**config.mk**
```make
export PLATFORM = sky130hd
export DESIGN_NAME = guard_issue_gate
export DESIGN_NICKNAME = d
export VERILOG_FILES = /design/src/rtl/gia_pkg.sv /design/src/rtl/gia_attr_reg.sv /design/src/rtl/gia_fsm.sv /design/src/rtl/gia_out_dec.sv /design/src/rtl/guard_issue_gate.sv
export SDC_FILE = /design/constraint.sdc
export NUM_CORES = 1
export LEC_CHECK = 0
export ABC_AREA = 0
export BUFFER_PORTS_ARGS = -buffer_cell sky130_fd_sc_hd__buf_2
export CAP_MARGIN = 5
export CORE_MARGIN = 2
export CORE_UTILIZATION = 25
export DETAILED_ROUTE_END_ITERATION = 12
export PLACE_DENSITY_LB_ADDON = 0.3
export SLEW_MARGIN = 20
export SYNTH_ARGS = -nofsm -noshare
export SYNTH_HDL_FRONTEND = slang
export SYNTH_SLANG_ARGS = --single-unit
```
**constraint.sdc**
```tcl
create_clock -name clk -period 2.5 [get_ports clk]
set_clock_uncertainty 0.2 [all_clocks]
set_input_delay 0.5 -clock clk [delete_from_list [all_inputs] [get_ports clk]]
set_output_delay 0.5 -clock clk [all_outputs]
set_load 0.01 [all_outputs]
```
**src/rtl/gia_pkg.sv**
```systemverilog
package gia_pkg;

  typedef enum logic [2:0] {
    ST_IDLE      = 3'd0,
    ST_WAIT_SAFE = 3'd1,
    ST_REQ       = 3'd2,
    ST_ACKED     = 3'd3,
    ST_DONE      = 3'd4
  } gia_state_e;

  // Guarded page with unresolved older work must stall first.
  function automatic logic f_needs_wait(input logic guarded, input logic safe);
    return guarded & ~safe;
  endfunction

  // Any reason to throw away an access not yet acknowledged.
  function automatic logic f_kill(input logic flush, input logic irq);
    return flush | irq;
  endfunction

  // Retire point: reads on leaving DONE, writes on leaving ACKED.
  function automatic logic f_retire_now(input gia_state_e st, input logic is_wr);
    return (st == ST_DONE) || ((st == ST_ACKED) && is_wr);
  endfunction

endpackage

```
**src/rtl/gia_attr_reg.sv**
```systemverilog
module gia_attr_reg (
  input  logic clk,
  input  logic rst_n,
  input  logic load,
  input  logic wr_in,
  output logic wr_q
);
  always_ff @(posedge clk or negedge rst_n) begin
    if (!rst_n)    wr_q <= 1'b0;
    else if (load) wr_q <= wr_in;
  end
endmodule

```
**src/rtl/gia_fsm.sv**
```systemverilog
module gia_fsm
  import gia_pkg::*;
(
  input  logic       clk,
  input  logic       rst_n,
  input  logic       start_miss,
  input  logic       guarded_in,
  input  logic       older_safe,
  input  logic       kill,
  input  logic       addr_ack,
  input  logic       data_done,
  input  logic       is_write,
  output gia_state_e state,
  output logic       cancel_ev
);
  gia_state_e nxt;

  always_comb begin
    nxt       = state;
    cancel_ev = 1'b0;
    unique case (state)
      ST_IDLE: begin
        if (start_miss)
          nxt = f_needs_wait(guarded_in, older_safe) ? ST_WAIT_SAFE : ST_REQ;
      end
      ST_WAIT_SAFE: begin
        if (kill) begin
          cancel_ev = 1'b1;
          nxt       = ST_IDLE;
        end else if (older_safe) begin
          nxt = ST_REQ;
        end
      end
      ST_REQ: begin
        if (addr_ack) begin
          nxt = ST_ACKED;
        end else if (kill) begin
          cancel_ev = 1'b1;
          nxt       = ST_IDLE;
        end
      end
      ST_ACKED: begin
        if (is_write)       nxt = ST_IDLE;
        else if (data_done) nxt = ST_DONE;
      end
      ST_DONE: nxt = ST_IDLE;
      default: nxt = ST_IDLE;
    endcase
  end

  always_ff @(posedge clk or negedge rst_n) begin
    if (!rst_n) state <= ST_IDLE;
    else        state <= nxt;
  end

  AST_WAIT_TO_REQ: assert property (@(posedge clk) disable iff (!rst_n)
    (state == ST_WAIT_SAFE && older_safe && !kill) |=> (state == ST_REQ));
  AST_ACK_WINS: assert property (@(posedge clk) disable iff (!rst_n)
    (state == ST_REQ && addr_ack) |=> (state == ST_ACKED));
  AST_COMMITTED: assert property (@(posedge clk) disable iff (!rst_n)
    (state == ST_ACKED || state == ST_DONE) |-> !cancel_ev);
endmodule

```
**src/rtl/gia_out_dec.sv**
```systemverilog
module gia_out_dec
  import gia_pkg::*;
(
  input  gia_state_e state,
  input  logic       wr_q,
  output logic       ready,
  output logic       req,
  output logic       req_wr,
  output logic       retire
);
  always_comb begin
    ready  = (state == ST_IDLE);
    req    = (state == ST_REQ);
    req_wr = req & wr_q;
    retire = f_retire_now(state, wr_q);
  end
endmodule

```
**src/rtl/guard_issue_gate.sv**
```systemverilog
module guard_issue_gate
  import gia_pkg::*;
(
  input  logic clk,
  input  logic rst_n,
  input  logic acc_valid,
  input  logic acc_hit,
  input  logic acc_write,
  input  logic acc_guarded,
  input  logic older_safe,
  input  logic acc_flush,
  input  logic async_irq,
  input  logic bus_addr_ack,
  input  logic bus_data_done,
  output logic acc_ready,
  output logic bus_req,
  output logic bus_write,
  output logic retire,
  output logic cancel
);
  gia_state_e state;
  logic       wr_q;
  logic       start_miss;
  logic       kill;
  logic       cancel_ev;

  assign start_miss = acc_valid & ~acc_hit & acc_ready;
  assign kill       = f_kill(acc_flush, async_irq);

  gia_attr_reg u_attr (
    .clk   (clk),
    .rst_n (rst_n),
    .load  (start_miss),
    .wr_in (acc_write),
    .wr_q  (wr_q)
  );

  gia_fsm u_fsm (
    .clk        (clk),
    .rst_n      (rst_n),
    .start_miss (start_miss),
    .guarded_in (acc_guarded),
    .older_safe (older_safe),
    .kill       (kill),
    .addr_ack   (bus_addr_ack),
    .data_done  (bus_data_done),
    .is_write   (wr_q),
    .state      (state),
    .cancel_ev  (cancel_ev)
  );

  gia_out_dec u_dec (
    .state  (state),
    .wr_q   (wr_q),
    .ready  (acc_ready),
    .req    (bus_req),
    .req_wr (bus_write),
    .retire (retire)
  );

  assign cancel = cancel_ev;

  AST_HIT_BYPASS: assert property (@(posedge clk) disable iff (!rst_n)
    (acc_ready && acc_valid && acc_hit) |=> (!bus_req && acc_ready));
  AST_UNGUARDED_ISSUE: assert property (@(posedge clk) disable iff (!rst_n)
    (acc_ready && acc_valid && !acc_hit && !acc_guarded) |=> bus_req);
  AST_GUARD_STALL: assert property (@(posedge clk) disable iff (!rst_n)
    (state == ST_WAIT_SAFE) |-> !bus_req);
  AST_RETIRE_ONE: assert property (@(posedge clk) disable iff (!rst_n)
    retire |=> !retire);
  AST_CANCEL_DROPS: assert property (@(posedge clk) disable iff (!rst_n)
    cancel |=> (!bus_req && acc_ready && !retire));
  AST_NO_BOTH: assert property (@(posedge clk) disable iff (!rst_n)
    !(retire && cancel));
  AST_READY_IDLE: assert property (@(posedge clk) disable iff (!rst_n)
    acc_ready |-> !(bus_req || retire));
endmodule

```
* Yosys cells after proc, flatten, opt, wreduce, memory -nomap -nowiden
Index checks and enable logic that the tools add are counted.
Storage, ports and cells: register bits 4, input port bits 11, output and inout bits 5, word-level logic and storage cells 33
Cells by class: equal/unequal tests 8, mux-type cells 12, bitwise gates (word level) 7, reductions and logical operators 4
Operators with widths (count):
- 3-bit two-way mux | 7
- 3-bit case mux with 4 select lines | 1
- 3-bit by 2-bit == test with 1-bit output (second input constant) | 2
- 3-bit != test (second input constant) | 2
- 1-bit AND | 4
- 4-bit AND reduction | 1
- 3-bit by 1-bit == test with 1-bit output (second input constant) | 1
- 3-bit == test (second input constant) | 1
- 3-bit zero test | 1
- 3-bit by 2-bit != test with 1-bit output (second input constant) | 1
- 1-bit two-way mux | 2
- 2-bit two-way mux | 1
- 2-bit by 1-bit != test with 1-bit output (second input constant) | 1
- 1-bit inverter | 2
- 1-bit case mux with 2 select lines | 1
- 1-bit logical AND | 1
- 1-bit logical OR | 1
- 1-bit OR | 1

* Depth between registers and ports, before layout
depth after elaboration 5, mapped depth 5, depth with buffers taken out 4

* By module
Synthesis repeated with hierarchy kept, for this count alone.
Unflattened totals: cells, all modules 39, area total of the unflattened synthesis 364.1 µm²
Modules (own cells, without submodules):
- gia_fsm | instances 1, cells each 28, area an instance 261.5 µm², seq. area each 75.1 µm²
- gia_out_dec | instances 1, cells each 7, area an instance 47.5 µm², seq. area each 0.0 µm²
- gia_attr_reg | instances 1, cells each 2, area an instance 40.0 µm², seq. area each 25.0 µm²
- guard_issue_gate | instances 1, cells each 2, area an instance 15.0 µm², seq. area each 0.0 µm²

* Worst setup path before layout
Ideal clock, no wire load.
path type input to register, from input port older_safe, to register u_fsm.state[0], setup time 128 ps, arrival time 1640 ps, data required time 2172 ps, setup slack 533 ps, cell stages on the path 4, path buffers 0, cells stage by stage or3b_1 a2111oi_4 nor3_2 mux2_1
On the way: longest elaborated chain between the ends 5, elaborated cells between the ends (all ways) 7, those cells by class 1 x eq/ne; 3 x mux; 2 x bitwise; 1 x reduce/logical
Ends and longest elaborated chain:
- start, declared | line guard_issue_gate.sv:10 | input logic older_safe,
- 1-bit inverter | line gia_pkg.sv:13 | return guarded & ~safe;
- 1-bit AND | line gia_pkg.sv:13
- 2-bit two-way mux | line gia_fsm.sv:24 | nxt = f_needs_wait(guarded_in, older_safe) ? ST_WAIT_SAFE : ST_REQ;
- 3-bit two-way mux | line gia_fsm.sv:23 | if (start_miss)
- 3-bit case mux with 4 select lines | line gia_fsm.sv:21 | unique case (state)
- end signal, assigned | line gia_fsm.sv:53 | else state <= nxt;
- end, declared | line gia_fsm.sv:13 | output gia_state_e state,
Several ways; a longest one is shown, not always the timed one. The select of a mux whose other input is x is not followed. A chain may end at the register's enable or synchronous reset.

* Worst setup path in the final report
from register u_fsm.state[0], to output port cancel
On the way: longest elaborated chain between the ends 2, elaborated cells between the ends (all ways) 3, those cells by class 2 x eq/ne; 1 x mux
Ends and longest elaborated chain:
- 3-bit by 2-bit == test with 1-bit output or 3-bit by 1-bit == test with 1-bit output (tied branches) | line gia_fsm.sv:21
- 1-bit case mux with 2 select lines * | line gia_fsm.sv:21
- end, declared | line guard_issue_gate.sv:19 | output logic cancel
Mark *: on every way between the ends. The rest lies on a longest branch, timed or not.

==> results.toml <==
[routing]
dr.pass1.iters = 2
via_per_inst = 4.57
drtAntennaViolNets = 0
vias = 306
drt_wl_total_um = 656
drt_iter0_drc = 5
drc = 0
avgRoutedWirePerCell_um = 9.79

[logic_synthesis]
synthesis.yosys.warnings = 0
synth_cells = 34
syn_area_um2 = 327
ys_ff_latch = 4
synth-seq-area-share = 0.307
post_synth.cell_area_avg_um2 = 9.60
synth_cell_types = 24
syn_nets = 45

[pwr]
power_uw = 442
clkPwrFrac = 0.174
vdd_drop_max_uv = 382
switching_share = 0.397
p_seq_frac = 0.308
power_switching_uw = 175
pwr-share-comb = 0.518
cellInternalPower_uw = 266
power.density_nw_per_um2 = 983
p_leak_uw = 0.000209

[floorplan]
start_util = 0.261
rows = 13
die_h_um = 40.1
ios = 16
die_w_um = 40.1
fp.coreArea_um2 = 1250
dieArea_um2 = 1610

[sta]
tightest_slew_ns = 0.398
fin_ws_ns = 0.307
slew_headroom = 0.733
period_share = 0.877
period_needed_ns = 2.19
finalHoldViolations = 0
slew_violations = 0
timing.hold.ws_ns = 0.298
setup_viol = 0
grt_setup_unrepaired = "no"
fin_setup_tns_ns = 0
fmax_mhz = 456

[global_routing]
grtUsageTotal = 0.105
gr-total-overflow = 0
grt_pass1_vias = 288
grt_pass1_wl_mm = 1.06
grt_start_max_net_pins = 10
antenna_found_initial = 0

[layout]
area_delta_synth_final_pct = 37.5
insertedDiodeCount = 0
regArea_um2 = 100
fillCellCount = 134
layout.nets = 65
finalCoreUtilization = 0.359
multiInputGateArea_um2 = 215
final_layout_size_suffix_gt1_frac = 0.423

[worst_setup_path]
crit_buf_inv = 1
crit_family = "simple AND/OR/NAND/NOR gates"
r2r_setup_slack_ns = 0.49
r2r_end = "u_fsm.state[1]$_DFFE_PN0P_"
path_class = "reg -> out"
startpoint = "u_fsm.state[0]$_DFFE_PN0P_"
ff2ff_path_depth = 4
crit_arrival_ns = 1.49
start_kind = "flip-flop"
worstPathCellList = "or3b_1 > a211oi_1 > buf_2"
cp.required_ns = 1.80
reg2reg_from = "u_fsm.state[1]$_DFFE_PN0P_"
slowest_stage = "or3b_1"
critPathMaxStageDelay_ns = 0.46
crit_path_end_kind = "output pin"
critPathMaxFanout = 9

[clocking]
insertion_delay_ns = 0.23
cts_sinks = 4
h-tree-depth = 1
cts.repair.resized = 0
cts_tree = "built"
ctsRootBufferMaster = "clkbuf_4"
cts_made_buffers = 3
path_clk_slew_ns = 0.03
clock_path_buffers = 2
post_cts_buffers = 0

[placement]
dp_slack_ns = 0.367
io_buffer_count = 15
hpwlAfterDp_um = 564
place_congestion = 0.702

[hold_path]
hold_depth = 2
hold_class = "in -> reg"
min_from = "acc_write"
hold_path_end = "u_attr.wr_q$_DFFE_PN0P_"

[run_status]
status = "finished clean"

[job]
maxCapViolations = 0
==> kinds of logic after synthesis <==
family	synth area share
multiplexers	0.103
flip-flops	0.307
buffers and inverters	0.0345
AND/OR/NAND/NOR	0.356
AO/OA/AOI/OAI	0.199
==> cell usage after synthesis, drive strengths merged <==
library cell / n / area (um2)
a2111oi: 1 / 27.5
a211oi: 1 / 7.51
a22o: 1 / 8.76
a31oi: 1 / 6.26
a32o: 1 / 10.0
and2: 1 / 6.26
and3b: 1 / 10.0
clkbuf: 1 / 3.75
dfrtp: 4 / 100
inv: 2 / 7.51
mux2: 3 / 33.8
nand2: 2 / 7.51
nand3b: 1 / 7.51
nor2: 3 / 11.3
nor2b: 2 / 12.5
nor3: 2 / 15.0
nor3b: 1 / 7.51
nor4: 1 / 6.26
o21ai: 1 / 5.00
or2b: 1 / 7.51
or3b: 2 / 17.5
or4: 1 / 7.51
==> worst max path at each step <==
stage	slack, ns	to	depth (start not counted)
CTS	0.29	cancel	3
global route	0.21	cancel	3
detailed placement	0.37	u_fsm.state[1]$_DFFE_PN0P_	5
floorplan	0.53	u_fsm.state[0]$_DFFE_PN0P_	4
global placement	0.39	u_fsm.state[0]$_DFFE_PN0P_	5
finish	0.31	cancel	3
==> metal layers <==
metal	up-vias	wire, um	GRT usage
met2	5	365	0.181
met1	132	256	0.105
met5	-	0	0
met3	2	28	0.0167
li1	167	-	-
met4	0	6	0.103
==> cell usage in the layout (no fill, tap or decap), drive strengths merged <==
master	count
buf	15
dfrtp	4
nor2	3
clkbuf	3
mux2	3
or3b	2
nand2	2
inv	2
nor2b	2
nor3	2
or2b	1
a211oi	1
nor3b	1
and2	1
a22o	1
a32o	1
a2111oi	1
nor4	1
or4	1
nand3b	1
o21ai	1
a31oi	1
and3b	1
dlygate4sd3	1
==> final cells by class <==
cell class                      instances  area share
Timing Repair Buffer                   16       0.189
Clock buffer                            3      0.0501
Multi-Input combinational cell         27       0.479
Inverter                                2      0.0167
Tap cell                               15      0.0418
Sequential cell                         4       0.223
==> power groups by stage <==
stage	clock network [uW]	registers (uW)	logic, uW
floorplan	0	119	173
global placement	0	138	236
detailed placement	0	136	234
CTS	82.6	136	235
global route	83.2	145	257
finish	77.0	136	229
==> worst reg2reg max path, stage by stage (launching register included) <==
cell	delay, ns
dfrtp_1	0.45
or3b_1	0.44
a2111oi_4	0.37
nor3_2	0.11
mux2_1	0.32
==> what timing repair did <==
item | in CTS | in global routing
hold buffers | 1 | 0
setup endpoints to repair | 0 | 0
hold endpoints to repair | 4 | 0
==> registers in the layout, indices dropped and copies added (netlist names) <==
register	cells
u_attr.wr_q	1
u_fsm.state	3
==> stage by stage <==
step | std cells | area [um2]
2_1_floorplan | 34 | 327
3_3_place_gp | 63 | 417
3_5_place_dp | 63 | 417
4_1_cts | 67 | 449
5_1_grt | 67 | 449
6_report | 67 | 449
Power figures use the tool's default switching activity.
